<file path="src/rtl/apm_pkg.sv">
package apm_pkg;

   localparam int IDX_W = 3;

   typedef enum logic [IDX_W-1:0] {
      IDX_DIR  = 3'd0,
      IDX_DATA = 3'd1,
      IDX_PORT = 3'd2,
      IDX_PULL = 3'd3,
      IDX_ODRN = 3'd4
   } reg_idx_e;

   typedef enum logic [1:0] {
      SRC_IN   = 2'd0,
      SRC_ADDR = 2'd1,
      SRC_DATA = 2'd2
   } pin_src_e;

   // output source of one pin from the operating mode and its direction bit
   function automatic pin_src_e pick_src(input logic [2:0] mode, input logic dir_bit);
      pin_src_e s;
      case (mode)
         3'd4, 3'd5: s = SRC_ADDR;
         3'd6:       s = dir_bit ? SRC_ADDR : SRC_IN;
         3'd7:       s = dir_bit ? SRC_DATA : SRC_IN;
         default:    s = SRC_IN;
      endcase
      return s;
   endfunction

endpackage

</file>
<file path="src/rtl/apm_sync.sv">
module apm_sync #(
   parameter int WIDTH  = 8,
   parameter int STAGES = 2
) (
   input  logic             clk,
   input  logic             rst_n,
   input  logic [WIDTH-1:0] d,
   output logic [WIDTH-1:0] q
);
   logic [STAGES-1:0][WIDTH-1:0] st;

   always_ff @(posedge clk or negedge rst_n) begin
      if (!rst_n) st[0] <= '0;
      else        st[0] <= d;
   end

   for (genvar s = 1; s < STAGES; s++) begin : g_stage
      always_ff @(posedge clk or negedge rst_n) begin
         if (!rst_n) st[s] <= '0;
         else        st[s] <= st[s-1];
      end
   end

   assign q = st[STAGES-1];
endmodule

</file>
<file path="src/rtl/apm_regs.sv">
module apm_regs
   import apm_pkg::*;
#(
   parameter int WIDTH = 8
) (
   input  logic             clk,
   input  logic             rst_n,
   input  logic             manual_rst,
   input  logic             hw_stby,
   input  logic             cs,
   input  logic             we,
   input  logic [IDX_W-1:0] idx,
   input  logic [WIDTH-1:0] wdata,
   input  logic [WIDTH-1:0] pin_view,
   output logic [WIDTH-1:0] dir_q,
   output logic [WIDTH-1:0] data_q,
   output logic [WIDTH-1:0] pull_q,
   output logic [WIDTH-1:0] odrn_q,
   output logic [WIDTH-1:0] rdata
);
   logic             wr;
   logic             clr_soft;
   logic [WIDTH-1:0] rd_mux;

   assign wr       = cs && we;
   assign clr_soft = hw_stby || manual_rst;

   // direction: cleared only by power-on reset or hardware standby
   always_ff @(posedge clk or negedge rst_n) begin
      if (!rst_n)                                dir_q <= '0;
      else if (hw_stby)                          dir_q <= '0;
      else if (wr && reg_idx_e'(idx) == IDX_DIR) dir_q <= wdata;
   end

   always_ff @(posedge clk or negedge rst_n) begin
      if (!rst_n) begin
         data_q <= '0;
         pull_q <= '0;
         odrn_q <= '0;
      end else if (clr_soft) begin
         data_q <= '0;
         pull_q <= '0;
         odrn_q <= '0;
      end else if (wr) begin
         case (reg_idx_e'(idx))
            IDX_DATA: data_q <= wdata;
            IDX_PULL: pull_q <= wdata;
            IDX_ODRN: odrn_q <= wdata;
            default:  ;
         endcase
      end
   end

   // the direction register is not readable: it falls into the zero default
   always_comb begin
      case (reg_idx_e'(idx))
         IDX_DATA: rd_mux = data_q;
         IDX_PORT: rd_mux = pin_view;
         IDX_PULL: rd_mux = pull_q;
         IDX_ODRN: rd_mux = odrn_q;
         default:  rd_mux = '0;
      endcase
   end

   always_ff @(posedge clk or negedge rst_n) begin
      if (!rst_n)         rdata <= '0;
      else if (cs && !we) rdata <= rd_mux;
   end
endmodule

</file>
<file path="src/rtl/apm_pin_sel.sv">
module apm_pin_sel
   import apm_pkg::*;
#(
   parameter int WIDTH = 8
) (
   input  logic             clk,
   input  logic             rst_n,
   input  logic [2:0]       mode,
   input  logic [WIDTH-1:0] dir_q,
   input  logic [WIDTH-1:0] data_q,
   input  logic [WIDTH-1:0] addr_in,
   input  logic             sw_stby,
   input  logic             stby_hold,
   input  logic             hw_stby,
   output logic [WIDTH-1:0] pin_oe,
   output logic [WIDTH-1:0] pin_out,
   output logic [WIDTH-1:0] gpo_mask
);
   logic [WIDTH-1:0] addr_q;
   logic [WIDTH-1:0] addr_v;
   logic             addr_drive;

   // freeze the address for the whole software standby period
   always_ff @(posedge clk or negedge rst_n) begin
      if (!rst_n)        addr_q <= '0;
      else if (!sw_stby) addr_q <= addr_in;
   end

   assign addr_v     = sw_stby ? addr_q : addr_in;
   assign addr_drive = !hw_stby && !(sw_stby && !stby_hold);

   for (genvar i = 0; i < WIDTH; i++) begin : g_pin
      pin_src_e src;
      assign src = pick_src(mode, dir_q[i]);
      always_comb begin
         pin_oe[i]   = 1'b0;
         pin_out[i]  = 1'b0;
         gpo_mask[i] = 1'b0;
         case (src)
            SRC_ADDR: begin
               pin_oe[i]  = addr_drive;
               pin_out[i] = addr_drive & addr_v[i];
            end
            SRC_DATA: begin
               gpo_mask[i] = 1'b1;
               pin_oe[i]   = !hw_stby;
               pin_out[i]  = !hw_stby & data_q[i];
            end
            default: ;
         endcase
      end
   end
endmodule

</file>
<file path="src/rtl/shared_addr_port.sv">
module shared_addr_port
   import apm_pkg::*;
#(
   parameter int WIDTH       = 8,
   parameter int SYNC_STAGES = 2
) (
   input  logic             clk,
   input  logic             rst_n,
   input  logic             manual_rst,
   input  logic             hw_stby,
   input  logic             sw_stby,
   input  logic             stby_hold,
   input  logic [2:0]       mode,
   input  logic [WIDTH-1:0] addr_in,
   input  logic [WIDTH-1:0] pin_in,
   input  logic             cs,
   input  logic             we,
   input  logic [IDX_W-1:0] idx,
   input  logic [WIDTH-1:0] wdata,
   output logic [WIDTH-1:0] rdata,
   output logic [WIDTH-1:0] pin_oe,
   output logic [WIDTH-1:0] pin_out,
   output logic [WIDTH-1:0] pull_en,
   output logic [WIDTH-1:0] odrn_en
);
   if (WIDTH < 1) begin : g_bad_width
      $error("shared_addr_port: WIDTH must be at least 1");
   end
   if (SYNC_STAGES < 2) begin : g_bad_sync
      $error("shared_addr_port: SYNC_STAGES must be at least 2");
   end

   logic [WIDTH-1:0] dir_q, data_q, pin_sync, gpo_mask, pin_view;

   apm_sync #(.WIDTH(WIDTH), .STAGES(SYNC_STAGES)) u_sync (
      .clk(clk), .rst_n(rst_n), .d(pin_in), .q(pin_sync)
   );

   assign pin_view = (data_q & gpo_mask) | (pin_sync & ~gpo_mask);

   apm_regs #(.WIDTH(WIDTH)) u_regs (
      .clk(clk), .rst_n(rst_n), .manual_rst(manual_rst), .hw_stby(hw_stby),
      .cs(cs), .we(we), .idx(idx), .wdata(wdata), .pin_view(pin_view),
      .dir_q(dir_q), .data_q(data_q), .pull_q(pull_en), .odrn_q(odrn_en),
      .rdata(rdata)
   );

   apm_pin_sel #(.WIDTH(WIDTH)) u_sel (
      .clk(clk), .rst_n(rst_n), .mode(mode), .dir_q(dir_q), .data_q(data_q),
      .addr_in(addr_in), .sw_stby(sw_stby), .stby_hold(stby_hold),
      .hw_stby(hw_stby), .pin_oe(pin_oe), .pin_out(pin_out),
      .gpo_mask(gpo_mask)
   );
endmodule

</file>
<file path="config.mk">
export PLATFORM = sky130hd
export DESIGN_NAME = shared_addr_port
export DESIGN_NICKNAME = d
export VERILOG_FILES = /design/src/rtl/apm_pkg.sv /design/src/rtl/apm_sync.sv /design/src/rtl/apm_regs.sv /design/src/rtl/apm_pin_sel.sv /design/src/rtl/shared_addr_port.sv
export SDC_FILE = /design/constraint.sdc
export NUM_CORES = 1
export LEC_CHECK = 0
export BUFFER_PORTS_ARGS = -buffer_cell sky130_fd_sc_hd__buf_2
export CAP_MARGIN = 20
export CORE_UTILIZATION = 58
export DETAILED_ROUTE_END_ITERATION = 7
export PLACE_DENSITY_LB_ADDON = 0.3
export SYNTH_ARGS = -nofsm -noshare
export SYNTH_HDL_FRONTEND = slang
export SYNTH_SLANG_ARGS = --single-unit
</file>
<file path="constraint.sdc">
create_clock -name clk -period 3.6 [get_ports clk]
set_input_delay 0.18 -clock clk [delete_from_list [all_inputs] [get_ports clk]]
set_output_delay 0.18 -clock clk [all_outputs]
set_load 0.03 [all_outputs]
</file>
After elaboration in Yosys (flattened, before gate mapping):

Cells that the tools add are included.

* input bits: 38
* logic and storage cells: 133
* bits in registers: 64

* eq/ne operators: 24
* reductions and logical operators: 20
* muxes and demuxes: 61
* bitwise operators: 20

Operator list (number)
* two-way mux 8 bit: 12
* case mux 2 bit (3 select lines): 8
* case mux 1 bit (2 select lines): 16
* case mux 8 bit (4 select lines): 1
* bitwise AND 1 bit: 16
* bitwise AND 8 bit: 2
* equality test 2 x 1 -> 1 bit (second input constant): 8
* equality test 2 bit (second input constant): 8
* two-way mux 1 bit: 16
* two-way mux 2 bit: 8
* equality test 3 bit (second input constant): 5
* nonzero test 2 bit: 5
* inverter 8 bit: 1
* bitwise OR 8 bit: 1
* equality test 3 x 2 -> 1 bit (second input constant): 2
* AND reduction 2 bit: 3
* logical AND 1 bit: 5
* zero test 1 bit: 4
* equality test 3 x 1 -> 1 bit (second input constant): 1
* zero test 3 bit: 1
* OR reduction 2 bit: 1
* logical OR 1 bit: 1

Depth between registers and ports, before layout:

Gate-level depths: netlist of run 1.

* word-level depth: 9
* depth in mapped cells: 9
* mapped depth without buffers: 9

Cells and area by module:

From an unflattened synthesis of run 1, not the netlist that was laid out.

* cells, all modules: 324
* area total of the unflattened synthesis: 3448.3 um^2

Modules (own cells, without submodules)
* apm_regs: cells an instance 163, seq. area each 1001.0 um^2, area an instance 1865.5 um^2, instances 1
* apm_pin_sel: cells an instance 129, seq. area each 200.2 um^2, area an instance 1002.2 um^2, instances 1
* apm_sync: cells an instance 24, seq. area each 400.4 um^2, area an instance 460.4 um^2, instances 1
* shared_addr_port: cells an instance 8, seq. area each 0.0 um^2, area an instance 120.1 um^2, instances 1

Worst setup path after synthesis of run 1:

OpenSTA, ideal clock, no wires.

* path kind: input to output
* from: in sw_stby
* to: out pin_out[5]
* cell stages on the path: 5
* buffers on the path: 2
* required time: 3420 ps
* slack: 1875 ps
* arrival time: 1545 ps
* path through: clkbuf_1 -> a21oi_1 -> buf_2 -> nand3_1 -> a21oi_1

* longest elaborated chain between the ends: 5
* elaborated cells between the ends (all ways): 6
* those cells by class: mux (2); bitwise (1); reduce/logical (3)

RTL lines
* from (decl): line shared_addr_port.sv:11 `input logic sw_stby,`
* logical AND 1 bit: line apm_pin_sel.sv:30 `assign addr_drive = !hw_stby && !(sw_stby && !stby_hold);`
* zero test 1 bit: line apm_pin_sel.sv:30
* logical AND 1 bit: line apm_pin_sel.sv:30
* bitwise AND 1 bit (*): line apm_pin_sel.sv:42 `pin_out[i] = addr_drive & addr_v[i];`
* case mux 1 bit (2 select lines) (*): line apm_pin_sel.sv:39 `case (src)`
* to (decl): line shared_addr_port.sv:22 `output logic [WIDTH-1:0] pin_out,`

Mark *: on every way between the ends. The rest lies on a longest branch, timed or not.

Worst setup path in the final report of run 1:

* from: reg u_regs.dir_q[7]
* to: out pin_oe[7]

* longest elaborated chain between the ends: 4
* elaborated cells between the ends (all ways): 6
* those cells by class: eq/ne (2); mux (4)

RTL lines
* from (decl): line apm_regs.sv:15 `output logic [WIDTH-1:0] dir_q,`
* from (signal assigned): line apm_regs.sv:32 `else if (wr && reg_idx_e'(idx) == IDX_DIR) dir_q <= wdata;`
* two-way mux 1 bit / two-way mux 2 bit (equally long branches): line apm_pkg.sv:24, apm_pkg.sv:25
* case mux 2 bit (3 select lines) (*): line apm_pkg.sv:22 `case (mode)`
* equality test 2 bit / equality test 2 x 1 -> 1 bit (equally long branches): line apm_pin_sel.sv:39
* case mux 1 bit (2 select lines) (*): line apm_pin_sel.sv:39
* to (decl): line shared_addr_port.sv:21 `output logic [WIDTH-1:0] pin_oe,`

Marked as above.

==> impl_metrics.ini, run 1 <==
[synthesis]
synth-seq-area-share_pct = 48.3
synth-edff-count = 0
synthTopCellsByArea = dfrtp_1 (48%), mux2i_1 (7.3%), ha_1 (6.0%)
synth_fa_ha_area_share_pct = 6.04
async_reset_ff_share_pct = 100
synthXorXnorAreaFrac_pct = 0
muxShareOfSynthArea_pct = 10.6
synthMostInstantiatedCell = dfrtp_1
synth.avg_cell_area_um2 = 10.3
synth-seq-cells = 64
syn_inst = 322
synth_simple_gate_area_share_pct = 15.9
syn-num-nets = 376
synth_compound_area_share_pct = 13.3
synth_area_mm2 = 0.00331
ys_types = 31
synth_top_family_by_area = simple AND/OR/NAND/NOR gates
synth_warnings = 0
synth.top_cell.area_share_pct = 48.3
synthTopCellsByCount = dfrtp_1 (64), nor2_1 (37), inv_1 (32), mux2i_1 (24)
yosys.area.top_type = dfrtp_1
synth_ff_type = dfrtp_1

[routing]
first_pass_iters = 4
postRouteAntennaNets = 0
vias_per_cell = 5.72
via_count = 2756
drt_iter0_drc = 229
wl_um = 8400
wl_per_cell_um = 17.4
drc = 0

[timing]
rsz0062_at_grt = no
hold_viol_final = 0
fmax_ghz = 0.466
post-route-min-period_ps = 2140
slew_violations = 0
setup_viol = 0
max_slew_margin_pct = 46.5
tightest_slew_ps = 799
fin_crit_sh_pct = 59.6
setup_tns_ps = 0
skew_ps = 8.67

[setup_path]
critical_path_buf_inv_count = 4
crit_slowest_cell = dfrtp_1
cp-end-kind = primary output
cp_max_fo = 3
arrival_ps = 1960
reg2reg_slack_ps = 1670
cp_data_required_time_ps = 3420
cpMostUsedCell = inv_1
cp_top_family = flip-flops
worstSetupPathType = reg -> out
critPathLaunchType = flop
critPathMaxStageDelay_ps = 410
path_cells = inv_1 -> o21ai_0 -> and2_1 -> inv_1 -> ha_1 -> inv_1 -> a2bb2oi_1 -> nor2_1 -> buf_2

[clocking]
cts-resized-gates = 0
clk_path_buf_depth = 2
cts_made_buffers = 9
htree_levels = 3
cts_tree = done
clk_pin_slew_ps = 70
numClockSinks = 64
clock-root-buffer = clkbuf_8
clock_latency_ps = 340

[die]
ios = 78
rows = 27
fp.dieW_um = 77.6
dieArea_mm2 = 0.00602
initial_core_util_pct = 60.2
core-area_mm2 = 0.00551
die_h_um = 77.6

[run_status]
status = completed

[layout]
diodes = 0
nNetsFinal = 460
multi_input_area_mm2 = 0.00152
drive_above_1_share_pct = 26.3
syn_to_final_growth_pct = 22.2
regArea_mm2 = 0.00160
nFillCells = 403

[power]
vdd_drop_max_v = 0.000415
powerDensity_mw_per_mm2 = 397
power.total_mw = 1.61
leakagePower_nw = 2.04

[global_routing]
gr-total-overflow = 0
grt_pass1_wl_um = 13700
antenna_found_initial = 0
grt_max_degree = 34
grt_pass1_vias = 2669
grt_use_total_pct = 30.5

[placed_design]
dp_hpwl_um = 6010
io_buffers = 77
gp_congestion = 0.814

[flow_run]
maxCapViolations = 0

[hold_path]
min_path_type = in -> reg
==> sequential cells by signal, summed over array words and instances (netlist names) <==
register       cells
u_regs.data_q      8
u_regs.dir_q       8
u_regs.odrn_q      8
u_regs.pull_q      8
u_regs.rdata       8
u_sel.addr_q       8
u_sync.q           8
u_sync.st          8
==> logic make-up (layout without fill, tap and decap cells) <==
family | Yosys count | after routing
simple gates | 100 | 100
flops | 64 | 64
compound gates | 60 | 60
buf+inv | 48 | 136
mux | 34 | 34
fa+ha+maj | 16 | 16
==> stage by stage <==
stage               utilization (%)  area [µm²]  hold slack (ps)  std cells  setup slack [ps]
floorplan                         -        3310             -116        322              1870
global placement               67.8        3730              280        457              1560
detailed placement             67.8        3730              285        457              1540
CTS                            73.4        4040             84.0        481              1450
global route                   73.6        4050             84.1        482              1280
finish                         73.6        4050             93.8        482              1460
==> power breakdown <==
part / internal [mW] / switching, mW
Combinational: 0.0630 / 0.101
Clock: 0.423 / 0.267
Sequential: 0.742 / 0.00911
Total: 1.23 / 0.378
==> path summary, 6_finish.rpt <==
kind / cells after the start / end / from
worst max-delay path: 9 / pin_oe[7] / u_regs.dir_q[7]$_DFFE_PN0P_
worst min-delay path: 2 / u_sel.addr_q[6]$_DFF_PN0_ / addr_in[6]
worst max register to register: 9 / u_regs.rdata[7]$_DFFE_PN0P_ / u_regs.dir_q[7]$_DFFE_PN0P_
worst min register to register: 0 / u_sync.q[1]$_DFF_PN0_ / u_sync.st[1]$_DFF_PN0_
max in group asynchronous: 3 / u_regs.pull_q[5]$_DFFE_PN0P_ / rst_n
min in group asynchronous: 2 / u_regs.dir_q[1]$_DFFE_PN0P_ / rst_n
==> layout by cell type (no fill, tap or decap), types with 2 or more instances in the layout <==
| master | instances |
|---|---|
| o211ai_1 | 6 |
| a21oi_1 | 9 |
| o21ai_0 | 10 |
| a22oi_1 | 4 |
| inv_1 | 32 |
| a22o_1 | 16 |
| buf_2 | 77 |
| mux2_2 | 10 |
| a2bb2oi_1 | 6 |
| clkbuf_8 | 11 |
| nor3_2 | 2 |
| and3b_1 | 7 |
| nor2_1 | 37 |
| a32oi_1 | 8 |
| and3_1 | 2 |
| nor2b_1 | 4 |
| and2_1 | 8 |
| bufinv_16 | 2 |
| buf_4 | 3 |
| ha_1 | 16 |
| nor3b_1 | 2 |
| mux2i_1 | 24 |
| nand3b_1 | 6 |
| dlygate4sd3_1 | 9 |
| dfrtp_1 | 64 |
| nand2_1 | 14 |
| nand3_1 | 14 |
==> cell type report <==
| cell class | count | share of cell area (%) |
|---|---|---|
| Timing Repair Buffer | 89 | 12.3 |
| Inverter | 32 | 2.97 |
| Clock buffer | 12 | 3.83 |
| Tap cell | 72 | 2.22 |
| Clock inverter | 3 | 1.61 |
| Sequential cell | 64 | 39.5 |
| Multi-Input combinational cell | 210 | 37.5 |
==> metal layers <==
layer	GRT usage, %	vias up	part of all wire (%)	routed length, µm
met5	0	-	0	0
met4	14.0	0	3.3	276
met3	8.47	20	7.4	618
met2	45.7	125	45	3770
met1	41.2	1324	44	3730
li1	-	1287	-	-
==> worst register-to-register path: stages (launching register included) <==
cell and delay [ps]:
dfrtp_1 410, inv_1 50, o21ai_0 130, and2_1 200, inv_1 70, ha_1 230, and3b_1 180, o211ai_1 170
nand3_1 160, a22o_1 220
==> repair_timing <==
| action | CTS | global route |
|---|---|---|
| hold buffers | 9 | 0 |
| endpoints found under the hold margin | 40 | 0 |
| setup buffers | 0 | 0 |
Note: power is estimated with default switching activity, not from simulation.
==> run 2: changes to the inputs <==
ABC_AREA = 1   (was unset)
CORE_UTILIZATION = 54   (was 58)
clock period = 2.05 ns   (was 3.6 ns; I/O delays follow)
==> impl_metrics.ini, run 2 <==
[die]
dieArea_mm2 = 0.00646
ios = 78
fp.dieW_um = 80.4
die_h_um = 80.4
core-area_mm2 = 0.00592
initial_core_util_pct = 56.0
rows = 28

[setup_path]
worstSetupPathType = reg -> out
cp-end-kind = primary output
cp_data_required_time_ps = 1950
crit_slowest_cell = dfrtp_1
r2r_start = u_regs.dir_q[0]$_DFFE_PN0P_
cp_max_fo = 3
critPathMaxStageDelay_ps = 320
path_cells = inv_1 -> a21oi_1 -> inv_1 -> ha_1 -> nand2_1 -> nor2_1 -> a31oi_1 -> nor2_1 -> buf_2
startpoint = u_regs.dir_q[0]$_DFFE_PN0P_
arrival_ps = 1840
critPathLaunchType = flop

[layout]
diodes = 0
final_cell_mix = nand2_1 (150), buf_2 (77), dfrtp_1 (64)
nNetsFinal = 555
drive_above_1_share_pct = 21.7
syn_to_final_growth_pct = 23.2
final_common_cell = nand2_1
fin_util_pct = 69.0
stdcell_area_mm2 = 0.00409

[routing]
wl_per_cell_um = 14.8
wl_um = 8610
via_count = 3117
postRouteAntennaNets = 0
drc = 0
first_pass_iters = 5
vias_per_cell = 5.36
drt_iter0_drc = 286

[timing]
setup_viol = 0
fin_crit_sh_pct = 94.6
rsz0062_at_grt = no
hold_viol_final = 0
tightest_slew_ps = 628
skew_ps = 7.25
setup_tns_ps = 0
max_slew_margin_pct = 58.1
post-route-min-period_ps = 1940
fmax_ghz = 0.516
slew_violations = 0

[synthesis]
synthMostInstantiatedCell = nand2_1
syn_inst = 411
synth_warnings = 0
synth-seq-area-share_pct = 48.3
syn-num-nets = 465
synth-seq-cells = 64
ys_types = 22
synthTopCellsByArea = dfrtp_1 (48%), nand2_1 (17%), ha_1 (6.0%)
synth-edff-count = 0
yosys.area.top_type = dfrtp_1
synth_ff_type = dfrtp_1
synth.top_cell.area_share_pct = 48.3
synth_area_mm2 = 0.00332
async_reset_ff_share_pct = 100
synthTopCellsByCount = nand2_1 (150), dfrtp_1 (64), inv_1 (37), nand3_1 (30), a21oi_1 (22)
synth.avg_cell_area_um2 = 8.07

[placed_design]
dp_hpwl_um = 6260
gp_congestion = 0.870
io_buffers = 77
postPlaceCellArea_mm2 = 0.00373

[global_routing]
grt_max_degree = 30
grt_pass1_wl_um = 13600
antenna_found_initial = 0
grt_pass1_vias = 2908
gr-total-overflow = 0
grt_use_total_pct = 28.7

[clocking]
numClockSinks = 64
clk_path_buf_depth = 2
clock_latency_ps = 350
clk_pin_slew_ps = 70
htree_levels = 3
cts_tree = done
cts_made_buffers = 9
clock-root-buffer = clkbuf_8

[power]
vdd_drop_max_v = 0.000535
power.total_mw = 3.11
powerDensity_mw_per_mm2 = 762
leakagePower_nw = 2.15

[hold_path]
min_path_type = in -> reg
min_from = addr_in[3]

[run_status]
status = completed

[flow_run]
maxCapViolations = 0
## run 2: final cells by class
cell class,instances,area [µm²]
sequential,64,1600
clock buffer,14,173
timing repair buffer,92,528
inverter,41,154
clock inverter,2,60.1
multi-input combinational,293,1480
tap,75,93.8
fill,473,1840
## run 2: logic make-up (layout without fill, tap and decap cells)
group | after synthesis | after routing | share of synthesized area [%]
simple gates | 211 | 211 | 27.0
fa+ha+maj | 16 | 16 | 6.04
buf+inv | 54 | 149 | 7.32
compound gates | 66 | 66 | 11.3
flops | 64 | 64 | 48.3
## run 2: metal layers
metal / vias to the layer above / global-route usage, % / share of wire [%] / routed length (µm)
met3: 22 / 6.36 / 6.4 / 550
met5: - / 0 / 0 / 0
li1: 1503 / - / - / -
met2: 119 / 45.8 / 48 / 4170
met1: 1473 / 37.1 / 42 / 3640
met4: 0 / 12.9 / 2.9 / 246
## run 2: worst paths after layout
path / to / slack, ps / cells past startpoint
worst max-delay path: pin_out[0] / 110 / 9
worst min-delay path: u_sel.addr_q[3]$_DFF_PN0_ / 10 / 3
worst max register to register: u_regs.rdata[0]$_DFFE_PN0P_ / 490 / 10
worst min register to register: u_sync.q[5]$_DFF_PN0_ / 350 / 0
max in group asynchronous: u_sync.st[7]$_DFF_PN0_ / 1070 / 3
min in group asynchronous: u_regs.rdata[3]$_DFFE_PN0P_ / 240 / 2
## run 2: stage by stage
step,setup slack [ps],hold slack [ps],instances
after CTS,145,0.357,581
after global placement,464,76.4,553
final,111,10.7,581
after global routing,0.192,9.09,581
after detailed placement,363,73.5,553
after floorplan,390,-193,411
## run 2: repair_timing
item	CTS	global route
buffers inserted	0	0
hold endpoints to repair	30	0
hold buffers	12	0
resized for setup	0	1
setup endpoints to repair	0	1
## run 2: power breakdown
| group | internal [mW] | switching [mW] |
|---|---|---|
| Sequential | 1.34 | 0.0458 |
| Combinational | 0.141 | 0.310 |
| Clock | 0.786 | 0.488 |
## run 2: critical path: cells and delay by family, from the launching register on
family / cells / cell delay [ps]
buf+inv: 3 / 330
fa+ha+maj: 1 / 240
flops: 1 / 320
compound gates: 2 / 390
simple gates: 3 / 210
==> run 3: changes to the inputs <==
CORE_UTILIZATION = 58   (was 54)
GPL_TIMING_DRIVEN = 0   (was unset)
RECOVER_POWER = 100   (was unset)
clock period = 2.3 ns   (was 2.05 ns; I/O delays follow)
==> impl_metrics.ini, run 3 (synthesized netlist as in run 2, its figures left out) <==
[run_status]
status = finished, violations left
failed_checks = max-capacitance violations, max-slew violations

[global_routing]
grt_pass1_wl_um = 13700
grt_use_met2_pct = 48.3
grt_max_degree = 36
grt_use_met3_pct = 4.71
grt_pass1_vias = 3016
grt_busiest_layer = met2
grtUsageMet1_pct = 38.9
antenna_found_initial = 0
gr-total-overflow = 0
grt_use_total_pct = 30.5

[routing]
drc = 0
first_pass_iters = 5
wl_um = 8640
postRouteAntennaNets = 0
via_count = 3192
vias_per_cell = 5.46
drt_iter0_drc = 263
wl_per_cell_um = 14.8

[setup_path]
arrival_ps = 1950
cp_max_fo = 9
crit_slowest_cell = clkbuf_1
r2r_start = u_regs.dir_q[6]$_DFFE_PN0P_
critical_path_buf_inv_count = 3
critPathLaunchType = input port
cp_data_required_time_ps = 2180
reg2reg_slack_ps = 670
startpoint = mode[1]
critPathMaxStageDelay_ps = 350
path_cells = clkbuf_1 -> nand2_1 -> nand2_1 -> a21oi_1 -> inv_1 -> ha_1 -> nand3_1 -> a21oi_1 -> clkbuf_1
cp_top_family = buffers and inverters
cp.depth = 9
ff2ff_path_depth = 10
rr_endpoint = u_regs.rdata[6]$_DFFE_PN0P_
worstSetupPathType = in -> out
endpoint = pin_out[3]
cp-end-kind = primary output

[clocking]
clk_path_buf_depth = 2
clock_latency_ps = 350
cts_tree = done
cts_hold_buf = 11
cts-resized-gates = 0
cts_made_buffers = 9
clk_pin_slew_ps = 70
htree_levels = 3
numClockSinks = 64
cts_setup_buffers = 0
clock-root-buffer = clkbuf_8

[die]
ios = 78
dieArea_mm2 = 0.00602
core-area_mm2 = 0.00551
rows = 27
fp.dieW_um = 77.6
die_h_um = 77.6
initial_core_util_pct = 60.2

[timing]
slew_violations = 30
max_slew_margin_pct = -12.0
tightest_slew_ps = 1680
fmax_ghz = 0.484
post-route-min-period_ps = 2060
rsz0062_at_grt = no
setup_viol = 0
skew_ps = 6.67
setup_tns_ps = 0
worst_slack_ps = 236
hold_viol_final = 0
fin_crit_sh_pct = 89.7

[hold_path]
min_path_cells = 3
min_path_type = in -> reg

[layout]
stdcell_area_mm2 = 0.00399
diodes = 0
fin_util_pct = 72.5
nNetsFinal = 562
stdcell_count = 585
syn_to_final_growth_pct = 20.4
final_cell_mix = nand2_1 (151), dfrtp_1 (64), clkbuf_1 (50)
final_common_cell = nand2_1
drive_above_1_share_pct = 12.1

[flow_run]
maxCapViolations = 1

[power]
vdd_drop_max_v = 0.000506
powerDensity_mw_per_mm2 = 654
leakagePower_nw = 1.98

[placed_design]
gp_congestion = 0.879
dp_cells = 558
dp_hpwl_um = 6180
dp_slack_ps = 322
io_buffers = 74
postPlaceCellArea_mm2 = 0.00380
[run 3: changes by cell type in the layout (fill, tap and decap cells not counted), moves of 2 or more]
| cell | previous run | this run |
|---|---|---|
| o21ai_0 | 15 | 26 |
| clkinv_2 | 0 | 2 |
| nor2_4 | 4 | 2 |
| a21oi_1 | 21 | 24 |
| a21oi_4 | 2 | 0 |
| clkbuf_1 | 2 | 50 |
| o21ai_1 | 17 | 6 |
| buf_2 | 77 | 35 |
| nor2_1 | 14 | 17 |
[run 3: power by group]
group	total (mW)	internal (mW)	leakage [nW]	switching (mW)
logic	0.395	0.119	1.06	0.276
registers	1.23	1.20	0.820	0.0376
clock network	0.984	0.557	0.103	0.426
total	2.61	1.87	1.98	0.740
[run 3: per-stage QoR]
stage / hold WS, ps / total power [mW]
floorplan: -181 / 1.49
global placement: 222 / 1.63
detailed placement: 188 / 1.65
CTS: 5.54 / 2.64
global route: 32.2 / 2.71
finish: 18.3 / 2.61
[run 3: worst min-delay path by stage]
| stage | from | endpoint |
|---|---|---|
| 6_report | addr_in[4] | u_sel.addr_q[4]$_DFF_PN0_ |
| 2_1_floorplan | rst_n | u_regs.data_q[0]$_DFFE_PN0P_ |
| 5_1_grt | addr_in[4] | u_sel.addr_q[4]$_DFF_PN0_ |
| 4_1_cts | addr_in[4] | u_sel.addr_q[4]$_DFF_PN0_ |
| 3_5_place_dp | rst_n | u_regs.rdata[3]$_DFFE_PN0P_ |
| 3_3_place_gp | pin_in[1] | u_sync.st[1]$_DFF_PN0_ |
[run 3: layout make-up]
class | instances | area (µm²)
Fill cell | 462 | 1510
Clock inverter | 3 | 40.0
Sequential cell | 64 | 1600
Tap cell | 72 | 90.1
Buffer | 13 | 70.1
Multi-Input combinational cell | 293 | 1430
Clock buffer | 13 | 159
Inverter | 41 | 154
Timing Repair Buffer | 86 | 449
[run 3: per-layer routing]
| metal | vias up | wire [µm] |
|---|---|---|
| met2 | 139 | 4060 |
| met5 | - | 0 |
| met3 | 35 | 544 |
| li1 | 1513 | - |
| met4 | 0 | 363 |
| met1 | 1505 | 3680 |
[run 3: worst register-to-register path: stages, from the launching register on]
cell and delay (ps):
dfrtp_1 330, inv_1 60, a21oi_1 210, inv_1 80, ha_1 250, nand2_1 80
nand2_1 90, nand2_1 80, nand2_1 50, o21bai_1 220, nand2_1 80
